`config.mk`:
```
export PLATFORM = sky130hd
export DESIGN_NAME = sbr_flash_if
export DESIGN_NICKNAME = d
export VERILOG_FILES = /design/src/rtl/sbr_pkg.sv /design/src/rtl/sbr_edge_det.sv /design/src/rtl/sbr_word_rom.sv /design/src/rtl/sbr_burst_fsm.sv /design/src/rtl/sbr_flash_if.sv
export SDC_FILE = /design/constraint.sdc
export NUM_CORES = 1
export LEC_CHECK = 0
export ABC_AREA = 1
export BUFFER_PORTS_ARGS = -buffer_cell sky130_fd_sc_hd__clkbuf_2
export CAP_MARGIN = 20
export CORE_UTILIZATION = 50
export CTS_BUF_LIST = sky130_fd_sc_hd__clkbuf_4
export CTS_CLUSTER_SIZE = 20
export DETAILED_ROUTE_END_ITERATION = 7
export GPL_ROUTABILITY_DRIVEN = 0
export GPL_TIMING_DRIVEN = 0
export PLACE_DENSITY_LB_ADDON = 0.2
export SETUP_SLACK_MARGIN = 0.1
export SLEW_MARGIN = 15
export SYNTH_ARGS = -nofsm -noshare
export SYNTH_HDL_FRONTEND = slang
export SYNTH_SLANG_ARGS = --single-unit
```
`constraint.sdc`:
```
create_clock -name clk -period 3.8 [get_ports clk]
set_input_delay 0.19 -clock clk [delete_from_list [all_inputs] [get_ports clk]]
set_output_delay 0.19 -clock clk [all_outputs]
set_load 0.05 [all_outputs]
```
`src/rtl/sbr_pkg.sv`:
```
package sbr_pkg;

    typedef enum logic [1:0] {
        ST_IDLE,
        ST_STREAM,
        ST_HOLD,
        ST_SUSPEND
    } burst_st_e;

    localparam logic [31:0] WORD_MULT = 32'h9E37_79B9;

    // Constant array contents: (index + 1) times a fixed odd multiplier.
    function automatic logic [31:0] word_pattern(input int unsigned idx);
        logic [31:0] p;
        p = (idx + 32'd1) * WORD_MULT;
        return p;
    endfunction

endpackage

```
`src/rtl/sbr_edge_det.sv`:
```
module sbr_edge_det (
    input  logic clk,
    input  logic rst_n,
    input  logic bclk,
    input  logic fall_sel,
    output logic act_o
);
    logic bclk_q;

    always_ff @(posedge clk or negedge rst_n) begin
        if (!rst_n) bclk_q <= 1'b0;
        else        bclk_q <= bclk;
    end

    always_comb begin
        if (fall_sel) act_o = bclk_q & ~bclk;
        else          act_o = ~bclk_q & bclk;
    end

    // a step pulse never lasts two cycles with a steady burst clock
    p_single_pulse_r9: assert property (@(posedge clk) disable iff (!rst_n)
        (act_o && $stable(fall_sel)) |=> !act_o || (bclk != $past(bclk)));

endmodule

```
`src/rtl/sbr_word_rom.sv`:
```
module sbr_word_rom #(
    parameter int AW    = 19,
    parameter int DW    = 32,
    parameter int DEPTH = 16
) (
    input  logic [AW-1:0] addr,
    output logic [DW-1:0] word_o
);
    localparam int IW = $clog2(DEPTH);

    logic [DW-1:0] rom [DEPTH];

    for (genvar g = 0; g < DEPTH; g++) begin : g_word
        assign rom[g] = DW'(sbr_pkg::word_pattern(g));
    end

    assign word_o = rom[addr[IW-1:0]];

    logic unused_ok;
    assign unused_ok = &{1'b0, addr[AW-1:IW]};

endmodule

```
`src/rtl/sbr_burst_fsm.sv`:
```
module sbr_burst_fsm #(
    parameter int AW = 19
) (
    input  logic          clk,
    input  logic          rst_n,
    input  logic          act,
    input  logic          ce_n,
    input  logic          lat_n,
    input  logic          adv_n,
    input  logic          oe_n,
    input  logic          async_mode,
    input  logic [AW-1:0] addr,
    output logic [AW-1:0] cnt_o,
    output logic          valid_o
);
    import sbr_pkg::*;

    burst_st_e     st_q, st_d;
    logic [AW-1:0] cnt_q, cnt_d;

    // State register
    always_ff @(posedge clk or negedge rst_n) begin
        if (!rst_n) begin
            st_q  <= ST_IDLE;
            cnt_q <= '0;
        end else begin
            st_q  <= st_d;
            cnt_q <= cnt_d;
        end
    end

    // Next state
    always_comb begin
        st_d  = st_q;
        cnt_d = cnt_q;
        if (ce_n || async_mode) begin
            st_d = ST_IDLE;                         // abort
        end else if (act) begin
            unique case (st_q)
                ST_IDLE: begin
                    if (!lat_n) begin
                        st_d  = ST_STREAM;          // latch
                        cnt_d = addr;
                    end
                end
                ST_STREAM, ST_HOLD, ST_SUSPEND: begin
                    if (!lat_n) begin
                        st_d  = ST_STREAM;          // re-latch
                        cnt_d = addr;
                    end else if (!adv_n) begin
                        st_d  = ST_STREAM;          // step
                        cnt_d = cnt_q + AW'(1);
                    end else begin
                        st_d  = oe_n ? ST_SUSPEND : ST_HOLD;  // pause
                    end
                end
                default: st_d = ST_IDLE;
            endcase
        end
    end

    // Outputs
    always_comb begin
        valid_o = (st_q != ST_IDLE);
        cnt_o   = cnt_q;
    end

    p_latch_r2: assert property (@(posedge clk) disable iff (!rst_n)
        (act && !ce_n && !lat_n && !async_mode) |=> (cnt_q == $past(addr)));

    p_step_r3: assert property (@(posedge clk) disable iff (!rst_n)
        (act && !ce_n && lat_n && !adv_n && !async_mode && st_q != ST_IDLE)
        |=> (cnt_q == $past(cnt_q) + AW'(1)));

    p_hold_r5: assert property (@(posedge clk) disable iff (!rst_n)
        (act && !ce_n && lat_n && adv_n && !async_mode) |=> $stable(cnt_q));

    p_suspend_r6: assert property (@(posedge clk) disable iff (!rst_n)
        (act && !ce_n && lat_n && adv_n && oe_n && !async_mode && st_q != ST_IDLE)
        |=> (st_q == ST_SUSPEND));

    p_abort_r8: assert property (@(posedge clk) disable iff (!rst_n)
        (ce_n || async_mode) |=> (st_q == ST_IDLE));

    p_no_edge_r9: assert property (@(posedge clk) disable iff (!rst_n)
        (!act && !ce_n && !async_mode) |=> ($stable(cnt_q) && $stable(st_q)));

endmodule

```
`src/rtl/sbr_flash_if.sv`:
```
module sbr_flash_if #(
    parameter int AW    = 19,
    parameter int DW    = 32,
    parameter int DEPTH = 16
) (
    input  logic          clk,
    input  logic          rst_n,
    input  logic          bclk,
    input  logic          ce_n,
    input  logic          lat_n,
    input  logic          adv_n,
    input  logic          oe_n,
    input  logic          od_n,
    input  logic [AW-1:0] addr,
    input  logic          cfg_fall,
    input  logic          cfg_rdy_early,
    input  logic          cfg_async,
    output logic [DW-1:0] data_o,
    output logic          data_oe,
    output logic          rdy
);
    logic          act;
    logic          burst_valid;
    logic [AW-1:0] cnt;
    logic [DW-1:0] word;

    sbr_edge_det u_edge (
        .clk      (clk),
        .rst_n    (rst_n),
        .bclk     (bclk),
        .fall_sel (cfg_fall),
        .act_o    (act)
    );

    sbr_burst_fsm #(.AW(AW)) u_fsm (
        .clk        (clk),
        .rst_n      (rst_n),
        .act        (act),
        .ce_n       (ce_n),
        .lat_n      (lat_n),
        .adv_n      (adv_n),
        .oe_n       (oe_n),
        .async_mode (cfg_async),
        .addr       (addr),
        .cnt_o      (cnt),
        .valid_o    (burst_valid)
    );

    sbr_word_rom #(.AW(AW), .DW(DW), .DEPTH(DEPTH)) u_rom (
        .addr   (cnt),
        .word_o (word)
    );

    always_comb begin
        data_oe = burst_valid && rst_n && !ce_n && !oe_n && od_n && !cfg_async;
        data_o  = data_oe ? word : '0;
        rdy     = rst_n && !ce_n && !cfg_async &&
                  (burst_valid || (cfg_rdy_early && !lat_n));
    end

    p_drive_needs_burst_r7: assert property (@(posedge clk) disable iff (!rst_n)
        data_oe |-> burst_valid);

    p_quiet_when_off_r7: assert property (@(posedge clk) disable iff (!rst_n)
        !data_oe |-> (data_o == '0));

    p_rdy_normal_r10: assert property (@(posedge clk) disable iff (!rst_n)
        (rdy && !cfg_rdy_early) |-> burst_valid);

    p_async_quiet_r11: assert property (@(posedge clk) disable iff (!rst_n)
        cfg_async |-> (!rdy && !data_oe));

endmodule

```
Yosys cells after proc, flatten, opt, wreduce, memory -nomap -nowiden. Memories as Yosys holds them, arrays and structs flattened. Index checks and enable logic that the tools add are counted.

Memory bits (read-only): 512. Logic and storage cells: 54. Output and inout port bits: 34. Memories: 1. Bits of input ports: 30. Flip-flop bits (word level): 22.

Eq/ne operators: 6. Add/subtract/negate cells: 1. Reductions and logical operators: 21. Bitwise logic cells: 6. Muxes and demuxes: 15. Magnitude comparators: 1.

Memory list: (name not given) (depth 16, bits a word 32, rd ports 1, clocked after memory_dff 0, wr ports 0, line sbr_word_rom.sv:17) `assign word_o = rom[addr[IW-1:0]];`.

Operator list (count): two-way mux 32 bit (3); two-way mux 19 bit (3); case mux 19 bit (2 select lines) (1); adder 19 x 1 -> 19 bit, second input constant (1); two-way mux 2 bit (5); logical AND 1 bit (9); greater-or-equal comparator 5 bit, second input constant (1); inverter 4 -> 5 bit (1); equality test 2 bit, second input constant (2); zero test 1 bit (4); case mux 2 bit (2 select lines) (1); AND reduction 4 bit (1); nonzero test 2 bit (2); inequality test 3 x 2 -> 1 bit, second input constant (1); inequality test 3 bit, second input constant (1); inverter 1 bit (3); OR reduction 3 bit (1); AND 1 bit (2); equality test 2 x 1 -> 1 bit, second input constant (1); zero test 2 bit (1); logical OR 1 bit (2); two-way mux 1 bit (2); inequality test 2 bit, second input constant (1); AND reduction 2 bit (1).

Depth between registers and ports, before layout.
Depth in word-level cells: 7. Depth in mapped cells: 10. Mapped depth without buffers: 8.

By module. Synthesis repeated with hierarchy kept, for this count alone.

Cells, all modules: 433. Area, all modules: 2802.7 um^2.

Modules (own cells, without submodules): sbr_burst_fsm (cells each 238, instances 1, seq. area each 525.5 um^2, area each 1614.0 um^2); sbr_word_rom (cells each 110, instances 1, seq. area each 0.0 um^2, area each 585.6 um^2); sbr_flash_if (cells each 78, instances 1, seq. area each 0.0 um^2, area each 553.0 um^2); sbr_edge_det (cells each 7, instances 1, seq. area each 25.0 um^2, area each 50.0 um^2).

Worst setup path before layout. Ideal clock, no wire load.

Path type: reg-to-output. Start point: register u_fsm.cnt_q[0] (netlist: u_fsm.cnt_o[0]). End point: output port data_o[23]. Required time: 3.610 ns. Arrival: 2.238 ns. Cell stages (with the launch flop): 10. Slack: 1.372 ns. Path buffers: 2. Cells stage by stage: dfrtp_1 buf_4 inv_2 ha_1 inv_1 o21ai_0 nand2_1 o21ai_0 nor2_1 buf_4.

Cells in the longest elaborated chain, start to end: 5.

RTL lines: start, declared (line sbr_burst_fsm.sv:19) `logic [AW-1:0] cnt_q, cnt_d;`; start signal, assigned (line sbr_burst_fsm.sv:28) `cnt_q <= cnt_d;`; inverter 4 -> 5 bit (implied by the code) (line sbr_word_rom.sv:17); memory (16 x 32 bit); two-way mux 32 bit (implied by the code) (2 in a row) (line sbr_word_rom.sv:17); two-way mux 32 bit (line sbr_flash_if.sv:56) `data_o = data_oe ? word : '0;`; end, declared (line sbr_flash_if.sv:18) `output logic [DW-1:0] data_o,`.

No other way between the ends. The select of a mux whose other input is x is not followed.

Worst setup path in the final report.
Start point: register u_fsm.cnt_q[1] (netlist: u_fsm.cnt_o[1]). End point: output port data_o[23].

The elaborated chain is that of the path after synthesis.

==> reports/metrics.cfg <==
[placement]
placedCellCount=286
numPortBuffers=48
dpl.hpwl_um=2245

[clock_network]
post_cts_resized=0
cts_setup_buffers=0
h-tree-depth=1
cts_tree=yes
root_buffer=clkbuf_4
clk_latency_ns=0.25
cts_buffers=3
clk_path_buf_depth=2
cts_sinks=7
clk_pin_slew_ns=0.05

[timing]
period_needed_ns=2.401
clock_skew_ns=0.0009963
max_slew_margin_pct=80.71
setup_viol=0
rsz0062_at_grt=no
finalCritPeriodShare_pct=63.17
max_slew.worst_pin.slew_ns=0.2893
hold_ws_ns=0.09562
drv_slew=0
fmax_mhz=416.6
hold_viol_final=0
tns_ns=0

[yosys]
syn_inst=210
ys_warn_count=0
synth_xor_area_share_pct=0
ys_ff_latch=7
synth_simple_gate_area_share_pct=43.05
avgSynthCellArea_sq_um=5.702
synth_mux_area_share_pct=0
netlist-cell-type-count=20
ys_seq_area_share_pct=14.63
yosys.area_share.adder_pct=12.54
synth_compound_area_share_pct=13.48
synth_top_family_by_area=simple AND/OR/NAND/NOR gates
synth_area_sq_um=1197
syn_nets=252

[worst_setup_path]
r2r-start=u_fsm.cnt_o[1]$_DFFE_PN0P_
cp-start-kind=register
max_stage_delay_ns=0.50
rr_worst_depth=8
worstPathCellList=inv_1 > ha_1 > inv_1 > o21ai_0 > nand2_1 > o21ai_0 > nor2_1 > buf_4 > clkbuf_2
r2r-end=u_fsm.cnt_o[1]$_DFFE_PN0P_
worstPathMaxFanout=9
cp_data_arrival_time_ns=2.21
crit_type=reg -> out
rrSetupSlack_ns=2.19
required_ns=3.61
cp-end-kind=output pin
crit_path_top_delay_cell=dfrtp_1

[floorplan]
die_h_um=50.94
die_area_sq_um=2594
dieWidth_um=50.94
io-pin-count=64
core-area_sq_um=2233
initial_utilization_pct=53.61
fp-row-count=17

[detailed_routing]
first_pass_iters=4
via_per_inst=4.787
wl_per_cell_um=9.735
vias=1393
drt-total-wl_um=2833
drtAntennaViolNets=0
drc=0
dr.first_iter.drc_count=34

[layout]
diodes=0
stdcell_count=291
fin_util_pct=67.73
final_cell_mix=69 x nand2_1, 48 x clkbuf_2, 35 x nor2_1
synthToLayoutAreaGrowth_pct=26.33
fin_nets=306
layout_commonest_cell=nand2_1
drive_above_1_share_pct=28.90

[power_and_ir_drop]
clockPowerShare_pct=14.2
power_density_nw_per_um2=357.4
combPwrFrac_pct=65.9
leakagePower_nw=0.9442
p_int_w=0.0002620
p_seq_share_pct=19.9
switching_share_pct=51.54
ir_drop_mv=0.2334
p_switching_w=0.0002786

[flow_run]
timing.max_cap.violations=0

[global_route]
grt_max_degree=11
first_global_vias=1163
overflow=0
antenna_found_initial=0
track_usage_pct=23.69
grt_pass1_wl_um=4726

[worst_hold_path]
hold_path_end=u_edge.bclk_q$_DFF_PN0_
hold_depth=1
worstHoldPathType=in -> reg
worstHoldStart=bclk

[outcome]
status=completed

-- layer usage --
| metal | routed length [um] | GRT usage (%) | vias up |
|---|---|---|---|
| met4 | 31 | 11.11 | 0 |
| li1 | - | - | 757 |
| met2 | 1396 | 44.74 | 46 |
| met3 | 108 | 1.488 | 4 |
| met1 | 1296 | 26.53 | 586 |
| met5 | 0 | 0 | - |
-- sequential cells by signal, indices dropped and copies added, names as in the netlist --
register,count
u_fsm.st_q,2
u_edge.bclk_q,1
u_fsm.cnt_o,4
-- worst max-delay path by stage --
| stage | startpoint | end | slack [ns] | depth (start not counted) |
|---|---|---|---|---|
| after floorplan | u_fsm.cnt_o[0]$_DFFE_PN0P_ | data_o[23] | 1.37 | 9 |
| after global placement | u_fsm.cnt_o[1]$_DFFE_PN0P_ | data_o[23] | 1.69 | 9 |
| after detailed placement | u_fsm.cnt_o[1]$_DFFE_PN0P_ | data_o[23] | 1.68 | 9 |
| after CTS | u_fsm.cnt_o[1]$_DFFE_PN0P_ | data_o[23] | 1.41 | 9 |
| after global routing | u_fsm.cnt_o[1]$_DFFE_PN0P_ | data_o[23] | 1.20 | 9 |
| final | u_fsm.cnt_o[1]$_DFFE_PN0P_ | data_o[23] | 1.40 | 9 |
-- worst max-delay path: cells and delay by family (launching register included) --
family | cells | cell delay, ns
AO/OA/AOI/OAI | 2 | 0.14
AND/OR/NAND/NOR | 2 | 0.18
buffers and inverters | 4 | 0.72
adder cells (fa/ha/maj) | 1 | 0.42
flip-flops | 1 | 0.50
-- through the flow --
step                      setup slack (ns)  cell area [sq um]  total power (W)
after floorplan                      1.372               1197        0.0003840
after global routing                 1.197               1513        0.0006033
after detailed placement             1.682               1473        0.0004620
final                                1.399               1513        0.0005406
after CTS                            1.409               1513        0.0005401
after global placement               1.691               1473        0.0004607
-- cells in the mapped netlist --
cell,number,area (sq um)
nor2_4,2,22.52
ha_1,12,150.1
o21ai_0,15,75.07
nor3_1,3,15.01
buf_2,3,15.01
nand3_1,9,45.04
dfrtp_1,7,175.2
nor2_1,35,131.4
o211ai_1,1,7.510
nand3_4,1,17.52
buf_6,4,45.04
nor2_2,3,18.77
inv_1,21,78.83
nand2_1,69,259.0
o21ai_1,1,5.000
a21oi_1,13,65.06
buf_4,6,45.04
inv_2,3,11.26
nand2_2,1,6.260
o21ai_2,1,8.760
-- power by group through the flow --
| stage | Sequential, W | Combinational [W] | Clock, W |
|---|---|---|---|
| 3_3_place_gp | 0.000108 | 0.000353 | 0 |
| 4_1_cts | 0.000107 | 0.000356 | 0.0000768 |
| 2_1_floorplan | 0.000104 | 0.000280 | 0 |
| 5_1_grt | 0.000110 | 0.000413 | 0.0000806 |
| 3_5_place_dp | 0.000108 | 0.000354 | 0 |
| 6_report | 0.000107 | 0.000356 | 0.0000770 |
-- logic make-up (layout without fill, tap and decap cells) --
group	after synthesis	count (layout)
adders and majority gates	12	12
AOI/OAI and AO/OA	31	31
DFF	7	7
buffers and inverters	37	90
and+or+nand+nor	123	123
-- area by class of cell --
| class | count | area [sq um] |
|---|---|---|
| sequential | 7 | 175.2 |
| buffer | 13 | 105.1 |
| multi-input combinational | 166 | 827.0 |
| clock buffer | 4 | 30.03 |
| fill | 245 | 720.7 |
| inverter | 24 | 90.09 |
| tap | 28 | 35.03 |
| timing repair buffer | 49 | 250.2 |
-- repair_timing --
action                                 CTS  global route
hold buffers                             1             0
setup endpoints to repair                0             0
endpoints found under the hold margin    7             0
No activity file was read; power rests on OpenSTA's default activity.
